File: src/rtl/swr_pkg.sv
package swr_pkg;
   localparam int unsigned REG_W     = 8;
   localparam int unsigned BIT_FLAG  = 7;
   localparam int unsigned BIT_LEVEL = 6;
   localparam int unsigned BIT_DELAY = 5;
   localparam int unsigned SRC_MSB   = 4;
   localparam int unsigned SRC_LSB   = 2;
   localparam int unsigned BIT_DIV   = 0;

   typedef enum logic [2:0] {
      SRC_POR_ONLY = 3'b000,
      SRC_RSVD     = 3'b001,
      SRC_PIN_A    = 3'b010,
      SRC_PIN_B    = 3'b011,
      SRC_PIN_C    = 3'b100,
      SRC_GRP_TOP  = 3'b101,
      SRC_NOR_LO   = 3'b110,
      SRC_NOR_ALL  = 3'b111
   } wake_src_e;

   typedef struct packed {
      logic      level;
      logic      delay_en;
      wake_src_e src;
      logic      div16;
   } swr_cfg_t;

   typedef enum logic [1:0] {
      ST_RUN  = 2'd0,
      ST_STOP = 2'd1,
      ST_HOLD = 2'd2
   } swr_state_e;
endpackage

File: src/rtl/swr_cfg_reg.sv
module swr_cfg_reg
   import swr_pkg::*;
#(
   parameter int unsigned          ADDR_W   = 8,
   parameter logic [ADDR_W-1:0]    REG_ADDR = 8'h0B
) (
   input  logic               clk,
   input  logic               por_n,
   input  logic [ADDR_W-1:0]  bus_addr,
   input  logic               bus_wr,
   input  logic [REG_W-1:0]   bus_wdata,
   input  logic               set_flag,
   output swr_cfg_t           cfg,
   output logic               flag,
   output logic [REG_W-1:0]   bus_rdata
);
   logic hit_addr;
   logic unused_wbits;

   assign hit_addr     = (bus_addr == REG_ADDR);
   assign unused_wbits = ^{bus_wdata[BIT_FLAG], bus_wdata[1]};

   always_ff @(posedge clk or negedge por_n) begin
      if (!por_n) begin
         cfg <= '0;
      end else if (bus_wr && hit_addr) begin
         cfg.level    <= bus_wdata[BIT_LEVEL];
         cfg.delay_en <= bus_wdata[BIT_DELAY];
         cfg.src      <= wake_src_e'(bus_wdata[SRC_MSB:SRC_LSB]);
         cfg.div16    <= bus_wdata[BIT_DIV];
      end
   end

   always_ff @(posedge clk or negedge por_n) begin
      if (!por_n) flag <= 1'b0;
      else if (set_flag) flag <= 1'b1;
   end

   assign bus_rdata = hit_addr ? {flag, {(REG_W-1){1'b0}}} : '0;

   assert_flag_sticky_R10 : assert property (@(posedge clk) disable iff (!por_n)
      flag |=> flag);

   assert_div_write_R2 : assert property (@(posedge clk) disable iff (!por_n)
      (bus_wr && hit_addr) |=> (cfg.div16 == $past(bus_wdata[BIT_DIV])));
endmodule

File: src/rtl/swr_wake_sel.sv
module swr_wake_sel
   import swr_pkg::*;
#(
   parameter int unsigned GRP_W       = 8,
   parameter int unsigned SYNC_STAGES = 2
) (
   input  logic             clk,
   input  logic             por_n,
   input  wake_src_e        src,
   input  logic             level,
   input  logic             pin_a,
   input  logic             pin_b,
   input  logic             pin_c,
   input  logic [GRP_W-1:0] grp_pins,
   output logic             wake_hit
);
   localparam int unsigned HALF_W = GRP_W / 2;

   logic                   raw_sel;
   logic                   src_live;
   logic                   nor_lo;
   logic                   nor_all;
   logic [SYNC_STAGES-1:0] sync_q;

   assign nor_lo  = ~|grp_pins[HALF_W-1:0];
   assign nor_all = ~|grp_pins;

   always_comb begin
      raw_sel  = 1'b0;
      src_live = 1'b1;
      unique case (src)
         SRC_PIN_A:   raw_sel = pin_a;
         SRC_PIN_B:   raw_sel = pin_b;
         SRC_PIN_C:   raw_sel = pin_c;
         SRC_GRP_TOP: raw_sel = grp_pins[GRP_W-1];
         SRC_NOR_LO:  raw_sel = nor_lo;
         SRC_NOR_ALL: raw_sel = nor_all;
         default:     src_live = 1'b0;
      endcase
   end

   always_ff @(posedge clk or negedge por_n) begin
      if (!por_n) sync_q <= '0;
      else        sync_q <= {sync_q[SYNC_STAGES-2:0], raw_sel};
   end

   assign wake_hit = src_live && (sync_q[SYNC_STAGES-1] == level);
endmodule

File: src/rtl/swr_fsm.sv
module swr_fsm
   import swr_pkg::*;
#(
   parameter int unsigned DELAY_CYC = 16
) (
   input  logic clk,
   input  logic por_n,
   input  logic stop_req,
   input  logic wake_hit,
   input  logic delay_en,
   output logic clk_en,
   output logic rec_rst,
   output logic wake_evt
);
   localparam int unsigned    CNT_W    = (DELAY_CYC > 1) ? $clog2(DELAY_CYC) : 1;
   localparam logic [CNT_W-1:0] CNT_LOAD = CNT_W'(DELAY_CYC - 1);

   swr_state_e       state;
   logic [CNT_W-1:0] cnt;

   assign wake_evt = (state == ST_STOP) && wake_hit;

   always_ff @(posedge clk or negedge por_n) begin
      if (!por_n) begin
         state   <= ST_RUN;
         clk_en  <= 1'b1;
         rec_rst <= 1'b0;
         cnt     <= '0;
      end else begin
         unique case (state)
            ST_RUN: begin
               rec_rst <= 1'b0;
               if (stop_req) begin
                  state  <= ST_STOP;
                  clk_en <= 1'b0;
               end
            end
            ST_STOP: begin
               if (wake_hit) begin
                  rec_rst <= 1'b1;
                  if (delay_en) begin
                     state <= ST_HOLD;
                     cnt   <= CNT_LOAD;
                  end else begin
                     state  <= ST_RUN;
                     clk_en <= 1'b1;
                  end
               end
            end
            ST_HOLD: begin
               if (cnt == '0) begin
                  state   <= ST_RUN;
                  clk_en  <= 1'b1;
                  rec_rst <= 1'b0;
               end else begin
                  cnt <= cnt - 1'b1;
               end
            end
            default: state <= ST_RUN;
         endcase
      end
   end

   assert_stop_gates_R4 : assert property (@(posedge clk) disable iff (!por_n)
      (clk_en && stop_req) |=> !clk_en);

   assert_single_pulse_R8 : assert property (@(posedge clk) disable iff (!por_n)
      (clk_en && rec_rst) |=> !rec_rst);

   assert_hold_exit_R9 : assert property (@(posedge clk) disable iff (!por_n)
      (rec_rst && !clk_en) |=> (rec_rst || clk_en));
endmodule

File: src/rtl/stop_wake_ctrl.sv
module stop_wake_ctrl
   import swr_pkg::*;
#(
   parameter int unsigned       ADDR_W      = 8,
   parameter logic [ADDR_W-1:0] REG_ADDR    = 8'h0B,
   parameter int unsigned       GRP_W       = 8,
   parameter int unsigned       SYNC_STAGES = 2,
   parameter int unsigned       DELAY_CYC   = 16
) (
   input  logic              clk,
   input  logic              por_n,
   input  logic [ADDR_W-1:0] bus_addr,
   input  logic              bus_wr,
   input  logic [7:0]        bus_wdata,
   output logic [7:0]        bus_rdata,
   input  logic              stop_req,
   input  logic              pin_a,
   input  logic              pin_b,
   input  logic              pin_c,
   input  logic [GRP_W-1:0]  grp_pins,
   output logic              clk_en,
   output logic              div16_en,
   output logic              rec_rst
);
   generate
      if (SYNC_STAGES < 2) begin : g_bad_sync
         $error("SYNC_STAGES must be at least 2");
      end
      if (DELAY_CYC < 1) begin : g_bad_delay
         $error("DELAY_CYC must be at least 1");
      end
      if ((GRP_W < 2) || (GRP_W % 2 != 0)) begin : g_bad_grp
         $error("GRP_W must be even and at least 2");
      end
   endgenerate

   swr_cfg_t cfg;
   logic     flag;
   logic     wake_hit;
   logic     wake_evt;

   swr_cfg_reg #(.ADDR_W(ADDR_W), .REG_ADDR(REG_ADDR)) u_reg (
      .clk       (clk),
      .por_n     (por_n),
      .bus_addr  (bus_addr),
      .bus_wr    (bus_wr),
      .bus_wdata (bus_wdata),
      .set_flag  (wake_evt),
      .cfg       (cfg),
      .flag      (flag),
      .bus_rdata (bus_rdata)
   );

   swr_wake_sel #(.GRP_W(GRP_W), .SYNC_STAGES(SYNC_STAGES)) u_sel (
      .clk      (clk),
      .por_n    (por_n),
      .src      (cfg.src),
      .level    (cfg.level),
      .pin_a    (pin_a),
      .pin_b    (pin_b),
      .pin_c    (pin_c),
      .grp_pins (grp_pins),
      .wake_hit (wake_hit)
   );

   swr_fsm #(.DELAY_CYC(DELAY_CYC)) u_fsm (
      .clk      (clk),
      .por_n    (por_n),
      .stop_req (stop_req),
      .wake_hit (wake_hit),
      .delay_en (cfg.delay_en),
      .clk_en   (clk_en),
      .rec_rst  (rec_rst),
      .wake_evt (wake_evt)
   );

   assign div16_en = cfg.div16;

   assert_no_pin_exit_R6 : assert property (@(posedge clk) disable iff (!por_n)
      (!clk_en && !rec_rst && ((cfg.src == SRC_POR_ONLY) || (cfg.src == SRC_RSVD)))
      |=> !clk_en);

   assert_flag_on_wake_R10 : assert property (@(posedge clk) disable iff (!por_n)
      $rose(rec_rst) |-> flag);
endmodule

File: config.mk
export PLATFORM = sky130hd
export DESIGN_NAME = stop_wake_ctrl
export DESIGN_NICKNAME = d
export VERILOG_FILES = /design/src/rtl/swr_pkg.sv /design/src/rtl/swr_cfg_reg.sv /design/src/rtl/swr_wake_sel.sv /design/src/rtl/swr_fsm.sv /design/src/rtl/stop_wake_ctrl.sv
export SDC_FILE = /design/constraint.sdc
export NUM_CORES = 1
export LEC_CHECK = 0
export ABC_AREA = 1
export BUFFER_PORTS_ARGS = -buffer_cell sky130_fd_sc_hd__buf_4
export CORE_MARGIN = 2
export CORE_UTILIZATION = 51
export DETAILED_ROUTE_END_ITERATION = 16
export MAX_ROUTING_LAYER = met4
export PLACE_DENSITY = 0.81
export SETUP_SLACK_MARGIN = 0.15
export SYNTH_ARGS = -nofsm -noshare
export SYNTH_HDL_FRONTEND = slang
export SYNTH_SLANG_ARGS = --single-unit
File: constraint.sdc
create_clock -name clk -period 3 [get_ports clk]
set_input_delay 0.6 -clock clk [delete_from_list [all_inputs] [get_ports clk]]
set_output_delay 0.6 -clock clk [all_outputs]
set_load 0.05 [all_outputs]
# [Word-level counts from Yosys, hierarchy flattened]
# Cells that the tools add are included.
[word_totals] register_bits=17 inputBits=31 elab_cells=63 output_inout_bits=11
[op_classes] eq_ne=16 n_mux=20 n_reduce_logical=16 addsub=1
[op_table] operator="3-bit == test (second input constant)" n=4
[op_table] operator="4-bit 2-to-1 mux" n=3
[op_table] operator="8-bit by 4-bit == test with 1-bit output (second input constant)" n=1
[op_table] operator="2-bit 2-to-1 mux" n=4
[op_table] operator="8-bit 2-to-1 mux" n=1
[op_table] operator="2-bit inequality test (second input constant)" n=4
[op_table] operator="4-bit case mux with 2 select lines" n=1
[op_table] operator="8-bit OR reduction" n=1
[op_table] operator="1-bit 2-to-1 mux" n=7
[op_table] operator="3-bit by 2-bit == test with 1-bit output (second input constant)" n=2
[op_table] operator="1-bit case mux with 3 select lines" n=2
[op_table] operator="1-bit case mux with 6 select lines" n=1
[op_table] operator="2-bit case mux with 3 select lines" n=1
[op_table] operator="3-bit AND reduction" n=2
[op_table] operator="6-bit OR reduction" n=1
[op_table] operator="5-bit AND reduction" n=1
[op_table] operator="4-bit zero test" n=1
[op_table] operator="2-bit by 1-bit inequality test with 1-bit output (second input constant)" n=2
[op_table] operator="4-bit AND reduction" n=1
[op_table] operator="4-bit OR reduction" n=1
[op_table] operator="4-bit by 1-bit subtractor with 4-bit output (second input constant)" n=1
[op_table] operator="1-bit logical AND" n=3
[op_table] operator="3-bit nonzero test" n=1
[op_table] operator="2-bit by 1-bit == test with 1-bit output (second input constant)" n=1
[op_table] operator="5 further kinds" n=6

# [Depth between registers and ports, before layout]
# Gate-level depths: netlist of the first run.
[depth] depth_word=6 mapped_depth=8 mapped_depth_nobuf=8

# [Hierarchy]
# From an unflattened synthesis of the first run, not the netlist that was laid out.
[hier_totals] cells_unflattened=155 area_unflattened_um2=1183.6
[by_module_without_submodules] mod="swr_fsm" seq_area_each_um2=201.4 n_inst=1 area_per_inst_um2=579.3 cells_per_inst=79
[by_module_without_submodules] mod="swr_cfg_reg" seq_area_each_um2=175.2 n_inst=1 area_per_inst_um2=437.9 cells_per_inst=47
[by_module_without_submodules] mod="swr_wake_sel" seq_area_each_um2=50.0 n_inst=1 area_per_inst_um2=166.4 cells_per_inst=29

# [Worst setup path after synthesis of the first run]
# No wires, ideal clock.
[synth_timing] kind="input port to output port" start="input port bus_addr[1]" end="output port bus_rdata[7]" required_time_ps=2400 arrival_time_ps=1809 slack_ps=591 path_buffers=0 path_stages=4 cell_sequence="nand2_1 -> nor3b_2 -> nand2_1 -> nor2_1"
[synth_via] elab_chain_cells=2
[synth_rtl] element="start: declaration" line="stop_wake_ctrl.sv:12" rtl="input logic [ADDR_W-1:0] bus_addr,"
[synth_rtl] element="8-bit by 4-bit == test with 1-bit output" line="swr_cfg_reg.sv:20" rtl="assign hit_addr = (bus_addr == REG_ADDR);"
[synth_rtl] element="8-bit 2-to-1 mux" line="swr_cfg_reg.sv:39" rtl="assign bus_rdata = hit_addr ? {flag, {(REG_W-1){1'b0}}} : '0;"
[synth_rtl] element="end: declaration" line="stop_wake_ctrl.sv:15" rtl="output logic [7:0] bus_rdata,"
# Every way passes these cells.

# [Final worst setup path of the first run]
[layout_timing] start="input port bus_addr[5]" end="output port bus_rdata[7]"
# The elaborated chain is that of the path after synthesis.

==> results.toml, run 1 <==
[run_status]
status = "finished clean"

[die]
die_area_um2 = 2410
initial_core_util_pct = 53.5
die_w_um = 49.1
core_um2 = 1940
chipHeight_um = 49.1
row_count = 16
ios = 42

[clock_network]
cts_setup_buffers = 0
cts_buffers = 3
path_clk_slew_ns = 0.09
clock_latency_ns = 0.29
cts_tree = "built"
root_buffer = "clkbuf_4"
clkSinkCount = 17
cts_max_level = 1
postCtsResizedCells = 0
clk_path_buf_depth = 2
cts-hold-fix-buffers = 0

[timing]
slew_headroom_pct = 65.9
slew_viol_final = 0
rsz0062_at_grt = "false"
finClkSkew_ns = 0.00258
finalCritPeriodShare_pct = 73.9
tns_ns = 0
finalCriticalPeriod_ns = 2.22
setup-violations-final = 0
hold_viol = 0
worst_pin_slew_ns = 0.507
max_freq_mhz = 451
worst_slack_ns = 0.783

[place]
placedCellCount = 191
placed_cell_area_um2 = 1290
dp_worst_setup_slack_ns = 0.774
port_buffers = 32
place.gp.congestion = 0.815
dp_hpwl_um = 1700

[finish]
final_cell_area_um2 = 1320
final_cells = 195
drive_gt1_share_pct = 25.6
antenna_cells = 0
multi_input_area_um2 = 522
nNetsFinal = 205
seqCellArea_um2 = 427
areaGrowthSynthToFinish_pct = 26.9
fill_cells = 176

[logic_synthesis]
synth.distinct_cells = 20
syn-cell-area_um2 = 1040
yosysSeqAreaShare_pct = 41.1
ys_ff_latch = 17
syn_area_per_cell_um2 = 7.87
synthCells = 132
yosys_warnings = 0

[pwr]
comb_power_share_pct = 46.1
p_total_mw = 0.857
p_sw_mw = 0.364
intPower_mw = 0.493
power.density_nw_per_um2 = 651
swShare_pct = 42.5
pwr-share-seq_pct = 40.0
power_leakage_nw = 0.717
vdd_drop_max_v = 0.000425
p_clk_share_pct = 13.9

[drt]
vias_per_cell = 4.76
vias = 928
drt_iter0_drc = 17
drt-pass1-iter-count = 4
ant_nets = 0
finalWirelength_um = 2000
remaining_drc_errors = 0
routedWlPerCell_um = 10.3

[critical_path]
r2r-start = "u_fsm.state[1]"
rr_endpoint = "u_fsm.cnt[3]"
crit_fanout = 8
critPathLaunchType = "input pin"
crit_path_end_kind = "primary output"
crit_end = "bus_rdata[7]"
slowest_stage = "nor4_4"
r2r_setup_slack_ns = 1.51
path_cells = "buf_4, nor4_4, nand2_1, nor2_1, buf_4"
reg2regPathDepth = 6
critPathArrivalTime_ns = 1.62
cpMostUsedCell = "buf_4"
startpoint = "bus_addr[5]"
slowest_delay_ns = 0.51
critical_path_class = "in2out"
required_ns = 2.40

[flow_run]
maxCapViolCount = 0

[hold_path]
hold_path_class = "in2async"

[grt]
grt_pass1_vias = 956
gr-total-overflow = 0
grt_use_total_pct = 20.1
grt_max_degree = 18
antenna_found_initial = 0
grt_first_pass_wirelength_um = 3690
area by class of cell:
| cell class | count | share of cell area, % |
|---|---|---|
| Clock inverter | 1 | 0.380 |
| Tap cell | 27 | 2.56 |
| Multi-Input combinational cell | 98 | 39.6 |
| Sequential cell | 17 | 32.4 |
| Timing Repair Buffer | 33 | 18.8 |
| Inverter | 16 | 4.56 |
| Clock buffer | 3 | 1.71 |
worst max-delay path: cells and delay by family:
family / cells / cell delay [ns]
simple gates: 3 / 0.70
buf+inv: 2 / 0.32
Yosys cell counts:
| cell | n | area, µm² |
|---|---|---|
| nand3_4 | 2 | 35.0 |
| nor4_1 | 1 | 6.26 |
| o22ai_1 | 2 | 12.5 |
| inv_1 | 16 | 60.1 |
| buf_4 | 7 | 52.6 |
| dfrtp_1 | 16 | 400 |
| conb_1 | 1 | 3.75 |
| nor4_4 | 1 | 21.3 |
| nor3b_2 | 1 | 12.5 |
| ha_1 | 5 | 62.6 |
| a21oi_1 | 4 | 20.0 |
| xnor2_1 | 1 | 8.76 |
| nand2_1 | 44 | 165 |
| nor2_1 | 11 | 41.3 |
| o21ai_0 | 6 | 30.0 |
| or2_2 | 1 | 6.26 |
| dfstp_2 | 1 | 26.3 |
| nand4_1 | 8 | 50.1 |
| xor2_1 | 1 | 8.76 |
| nand3_1 | 3 | 15.0 |
power groups by stage:
stage	clock, mW	sequential (mW)	combinational (mW)
2_1_floorplan	0	0.389	0.253
3_3_place_gp	0	0.344	0.383
3_5_place_dp	0	0.349	0.397
4_1_cts	0.124	0.344	0.401
5_1_grt	0.136	0.354	0.457
6_report	0.119	0.343	0.395
routing by layer:
layer,track usage (%),vias to the layer above,part of all wire [%]
met5,-,-,0
met3,4.60,4,4.6
met2,36.9,24,53
met4,5.71,0,1.3
li1,-,484,-
met1,21.3,416,41
placed cells by master, fill, tap and decap left out:
cell      Yosys  routed
nand3_1       3       3
nor4_4        1       1
a21oi_1       4       4
xnor2_1       1       1
dfrtp_1      16      16
xor2_1        1       1
nand3_4       2       2
nor3b_2       1       1
o22ai_1       2       2
inv_1        16      16
buf_4         7      33
nand2_1      44      44
nand4_1       8       8
nor2_1       11      11
or2_2         1       1
o21ai_0       6       6
dfstp_2       1       1
clkinv_2      0       1
nor4_1        1       1
conb_1        1       7
clkbuf_4      0       3
ha_1          5       5
flip-flops by register name, summed over array words and instances, names as in the netlist:
signal,cells
u_fsm.state,2
u_sel.sync_q,2
u_reg.flag,1
u_fsm.cnt,4
u_fsm.clk_en,1
u_reg.cfg,6
u_fsm.rec_rst,1
cell families (layout without fill, tap and decap cells):
logic type / Yosys count / in the layout / share of synthesized area [%]
adders and majority gates: 5 / 5 / 6.02
other: 1 / 7 / 0.361
AOI/OAI and AO/OA: 12 / 12 / 6.02
and+or+nand+nor: 72 / 72 / 34.0
buffers and inverters: 23 / 53 / 10.8
xor gates and xnor gates: 2 / 2 / 1.69
DFF: 17 / 17 / 41.1
metrics by stage:
step	hold WS [ns]	util, %
2_1_floorplan	0.304	-
3_3_place_gp	0.335	66.4
5_1_grt	0.146	67.8
4_1_cts	0.148	67.8
6_report	0.148	67.8
3_5_place_dp	0.336	66.4
worst min path at each step:
stage                    start              end  slack [ns]  cells after the start
3_3_place_gp   u_sel.sync_q[0]  u_sel.sync_q[1]        0.34                      0
6_report                 por_n     u_fsm.cnt[3]        0.15                      1
5_1_grt                  por_n     u_fsm.cnt[3]        0.15                      1
4_1_cts                  por_n     u_reg.cfg[2]        0.15                      1
3_5_place_dp   u_sel.sync_q[0]  u_sel.sync_q[1]        0.34                      0
2_1_floorplan            por_n     u_fsm.cnt[0]        0.30                      0
Note: power is estimated with default switching activity, not from simulation.
==> run 2, diff against run 1 <==
--- a/config.mk
+++ b/config.mk
@@ -8,10 +8,10 @@
 export ABC_AREA = 1
 export BUFFER_PORTS_ARGS = -buffer_cell sky130_fd_sc_hd__buf_4
 export CORE_MARGIN = 2
-export CORE_UTILIZATION = 51
+export CORE_UTILIZATION = 42
 export DETAILED_ROUTE_END_ITERATION = 16
 export MAX_ROUTING_LAYER = met4
-export PLACE_DENSITY = 0.81
+export PLACE_DENSITY = 0.71
 export SETUP_SLACK_MARGIN = 0.15
 export SYNTH_ARGS = -nofsm -noshare
 export SYNTH_HDL_FRONTEND = slang
==> constraint.sdc (replaced) <==
create_clock -name clk -period 1.85 [get_ports clk]
set_input_delay 0.37 -clock clk [delete_from_list [all_inputs] [get_ports clk]]
set_output_delay 0.37 -clock clk [all_outputs]
set_load 0.05 [all_outputs]
==> run 2 against run 1 <==
  * Count of clock-buffer cells in the layout is the same
  * Global-route usage shrank 3.4 points
  * Flip-flop and latch count is the same
  * Setup slack lost 0.51 ns
  * First-iteration DRC count shrank 59%
  * Sequential share of layout area shrank 0.69 points
  * Via count shrank 0.54%
  * Highest routed layer unchanged
  * Worst hold slack gained 0.18 ns
  * Register-to-register slack lost 1.1 ns
  * Clock skew grew 0.0060 ns
  * Utilization shrank 12 points
==> results.toml, run 2 (same netlist as run 1, synthesis figures left out) <==
[critical_path]
path_cells = "buf_4, nor4_4, nand2_1, nor2_4, buf_4"
crit_fanout = 2
crit_buf_inv = 2
critical_path_class = "in2out"
critPathLaunchType = "input pin"
required_ns = 1.48
cp_top_family = "simple AND/OR/NAND/NOR gates"
crit_path_end_kind = "primary output"
critPathArrivalTime_ns = 1.21
cpMostUsedCell = "buf_4"
slowest_delay_ns = 0.30
slowest_stage = "nor4_4"

[timing]
finalCriticalPeriod_ns = 1.58
setup-violations-final = 0
max_freq_mhz = 632
finClkSkew_ns = 0.00862
finalCritPeriodShare_pct = 85.5
tns_ns = 0
hold_viol = 0
rsz0062_at_grt = "false"
slew_viol_final = 0
whs_ns = 0.331

[die]
row_count = 18
ios = 42
chipHeight_um = 53.7
initial_core_util_pct = 43.1
die_area_um2 = 2890
core_um2 = 2410
die_w_um = 53.7

[clock_network]
root_buffer = "clkbuf_4"
cts_max_level = 1
cts_buffers = 3
clk_path_buf_depth = 2
path_clk_slew_ns = 0.11
cts_setup_buffers = 0
clkSinkCount = 17
clock_latency_ns = 0.29
cts_tree = "built"

[finish]
seqCellArea_um2 = 427
nNetsFinal = 207
fill_cells = 216
drive_gt1_share_pct = 26.5
layout_common_cells = "nand2_1 (44), buf_4 (34), inv_1 (16), dfrtp_1 (16), nor2_1 (10)"
antenna_cells = 0
final_cell_area_um2 = 1350
mostFrequentLayoutCell = "nand2_1"
multi_input_area_um2 = 529
largest_reg_flops = 6
largest_registers = "u_reg.cfg x6, u_fsm.cnt x4"
areaGrowthSynthToFinish_pct = 29.6
regMostFlops = "u_reg.cfg"

[place]
place.gp.congestion = 0.694
port_buffers = 32
dp_hpwl_um = 1690
placed_cell_area_um2 = 1310

[grt]
antenna_found_initial = 0
grt_use_met1_pct = 19.2
grt_busiest_layer = "met2"
grtUsageMet2_pct = 28.7
gr-total-overflow = 0
grt_pass1_vias = 874
grt_max_degree = 18
grt_first_pass_wirelength_um = 3440
grt_use_total_pct = 16.7
grt_use_met3_pct = 2.78

[flow_run]
maxCapViolCount = 0

[pwr]
power_leakage_nw = 0.726
p_total_mw = 1.40
power.density_nw_per_um2 = 1040
vdd_drop_max_v = 0.000710

[drt]
drt_iter0_drc = 7
vias = 923
vias_per_cell = 4.62
ant_nets = 0
routedWlPerCell_um = 10.1
finalWirelength_um = 2020
remaining_drc_errors = 0
drt-pass1-iter-count = 3

[run_status]
status = "finished clean"

[hold_path]
hold_path_class = "in2reg"
==> run 2: cell types whose count changed in the layout (fill, tap and decap cells not counted), sizes merged <==
cell | previous run | this run
buf | 33 | 34
dlygate4sd3 | 0 | 1
==> run 2: per-layer routing <==
metal,up-vias,wire [µm]
met5,-,0
met4,0,29
met3,4,85
met2,24,1050
met1,406,853
li1,489,-
==> run 2: area by class of cell <==
class,count,area share [%]
clock buffers,3,1.67
clock inverters,1,0.372
inverters,16,4.46
multi-input cells,98,39.3
flip-flops and latches,17,31.7
well taps,30,2.79
repair buffers,35,19.7
==> run 2: path summary, 6_finish.rpt <==
check                                 from         endpoint  slack (ns)  depth (start not counted)
setup / recovery               bus_addr[5]     bus_rdata[7]        0.27                          5
hold / removal                bus_wdata[0]     u_reg.cfg[0]        0.33                          3
setup reg to reg            u_fsm.state[1]     u_fsm.cnt[3]        0.37                          6
hold reg to reg            u_sel.sync_q[0]  u_sel.sync_q[1]        0.36                          0
max in group asynchronous            por_n     u_fsm.clk_en        1.14                          2
min in group asynchronous            por_n     u_fsm.cnt[0]        0.46                          2
==> run 2: power by group <==
group          switching, mW  leakage [nW]  internal (mW)
combinational          0.408         0.493          0.241
sequential            0.0722         0.215          0.481
clock                  0.119        0.0177         0.0803
==> run 2: tightest hold or removal path: cells and delay by family <==
| kind | cells | cell delay (ns) |
|---|---|---|
| and+or+nand+nor | 2 | 0.15 |
| buffers and inverters | 1 | 0.08 |
==> run 2: metrics by stage <==
step | util [%] | setup WS, ns | instances
2_1_floorplan | - | 0.209 | 138
3_3_place_gp | 54.3 | 0.299 | 195
3_5_place_dp | 54.3 | 0.277 | 195
4_1_cts | 55.9 | 0.276 | 200
5_1_grt | 55.9 | 0.217 | 200
6_report | 55.9 | 0.269 | 200
==> run 2: what timing repair did <==
item / 4_1_cts / 5_1_grt
gates resized for setup: 0 / 0
endpoints found under the hold margin: 16 / 0
hold buffers: 1 / 0
==> run 3, diff against run 2 <==
--- a/config.mk
+++ b/config.mk
@@ -11,7 +11,7 @@
 export CORE_UTILIZATION = 42
 export DETAILED_ROUTE_END_ITERATION = 16
 export MAX_ROUTING_LAYER = met4
-export PLACE_DENSITY = 0.71
+export PLACE_DENSITY = 0.8
 export SETUP_SLACK_MARGIN = 0.15
 export SYNTH_ARGS = -nofsm -noshare
 export SYNTH_HDL_FRONTEND = slang
==> run 3 against run 2 <==
  * Die area stayed put
  * Utilization is 0.052 points lower
  * Critical endpoint unchanged
  * Count of clock-buffer cells in the layout is 1 higher
==> results.toml, run 3 (same netlist as run 1, synthesis figures left out) <==
[die]
initial_core_util_pct = 43.1
die_area_um2 = 2890
core_um2 = 2410
row_count = 18
chipHeight_um = 53.7
ios = 42
die_w_um = 53.7

[clock_network]
cts_max_level = 1
path_clk_slew_ns = 0.09
clk_path_buf_depth = 2
clkSinkCount = 17
clock_latency_ns = 0.29
cts_buffers = 3
root_buffer = "clkbuf_4"
cts_tree = "built"

[critical_path]
r2r_setup_slack_ns = 0.35
critical_path_class = "in2out"
crit_fanout = 2
critPathLaunchType = "input pin"
rr_endpoint = "u_fsm.cnt[3]"
required_ns = 1.48
critPathArrivalTime_ns = 1.17
r2r-start = "u_fsm.state[1]"
reg2regPathDepth = 6
startpoint = "bus_addr[5]"
crit_path_end_kind = "primary output"

[finish]
antenna_cells = 0
largest_reg_flops = 6
nNetsFinal = 207
largest_registers = "u_reg.cfg x6, u_fsm.cnt x4"
final_cells = 200
layout_common_cells = "nand2_1 (44), buf_4 (34), inv_1 (16), dfrtp_1 (16), nor2_1 (10)"
areaGrowthSynthToFinish_pct = 29.5
drive_gt1_share_pct = 25.9
regMostFlops = "u_reg.cfg"
mostFrequentLayoutCell = "nand2_1"

[pwr]
pwr-share-seq_pct = 39.4
p_clk_share_pct = 14.0
comb_power_share_pct = 46.5
swShare_pct = 42.9
power_leakage_nw = 0.723
intPower_mw = 0.806
vdd_drop_max_v = 0.000825
power.density_nw_per_um2 = 1050
p_sw_mw = 0.605

[timing]
tns_ns = 0
setup-violations-final = 0
rsz0062_at_grt = "false"
hold_viol = 0
finalCriticalPeriod_ns = 1.54
finalCritPeriodShare_pct = 83.5
finClkSkew_ns = 0.00474
slew_viol_final = 0
max_freq_mhz = 648

[grt]
grt_pass1_vias = 945
grt_max_degree = 18
gr-total-overflow = 0
antenna_found_initial = 0
grt_first_pass_wirelength_um = 3660
grt_use_total_pct = 18.7

[drt]
vias_per_cell = 4.71
remaining_drc_errors = 0
drt-pass1-iter-count = 4
routedWlPerCell_um = 10.5
finalWirelength_um = 2090
drt_iter0_drc = 13
ant_nets = 0
vias = 941

[place]
port_buffers = 32
placedCellCount = 195
place.gp.congestion = 0.723
dp_hpwl_um = 1780

[run_status]
status = "finished clean"

[hold_path]
holdPathEnd = "u_reg.cfg[4]"
hold-path-cell-count = 3
hold_path_class = "in2reg"
hold_start = "bus_wdata[5]"

[flow_run]
maxCapViolCount = 0
-- run 3: how the worst max path moves through the flow --
stage          slack, ns  depth (start not counted)        endpoint
3_5_place_dp        0.30                          5    bus_rdata[7]
4_1_cts             0.29                          5    bus_rdata[7]
6_report            0.31                          5    bus_rdata[7]
5_1_grt             0.21                          8  u_fsm.state[1]
3_3_place_gp        0.33                          5    bus_rdata[7]
2_1_floorplan       0.21                          4    bus_rdata[7]
-- run 3: per-layer routing --
layer  up-vias  GRT usage (%)  share of wire [%]
met5         -              -                  0
met4         0           10.7                2.9
met3         4           2.50                3.5
met2        26           35.6                 56
met1       421           17.6                 38
li1        490              -                  -
-- run 3: final cells by class --
cell class	count	area, µm²
fillers	220	1060
multi-input cells	98	529
flip-flops and latches	17	427
repair buffers	35	265
inverters	16	60.1
well taps	30	37.5
clock buffers	4	26.3
-- run 3: what timing repair did --
action	in CTS	in global routing
hold endpoints to repair	16	0
hold buffers	1	0
resized for setup	0	0
setup buffers	0	0
-- run 3: through the flow --
stage / util [%] / hold slack, ns / area, µm² / setup slack [ns] / power, mW
6_report: 55.8 / 0.330 / 1350 / 0.306 / 1.41
5_1_grt: 55.8 / 0.344 / 1350 / 0.211 / 1.53
3_5_place_dp: 54.3 / 0.245 / 1310 / 0.296 / 1.23
3_3_place_gp: 54.3 / 0.243 / 1310 / 0.331 / 1.18
2_1_floorplan: - / 0.0744 / 1070 / 0.209 / 1.05
4_1_cts: 55.8 / 0.319 / 1350 / 0.293 / 1.43
-- run 3: critical path, cell delays in order --
cell     delay, ns
buf_4         0.12
nor4_4        0.27
nand2_1       0.13
nor2_4        0.09
buf_4         0.20
-- run 3: power groups by stage --
stage                     Clock (mW)  Combinational [mW]  Sequential (mW)
after floorplan                    0               0.415            0.630
after global placement             0               0.626            0.557
after detailed placement           0               0.664            0.564
after CTS                      0.211               0.667            0.556
after global routing           0.218               0.748            0.569
final                          0.198               0.656            0.556
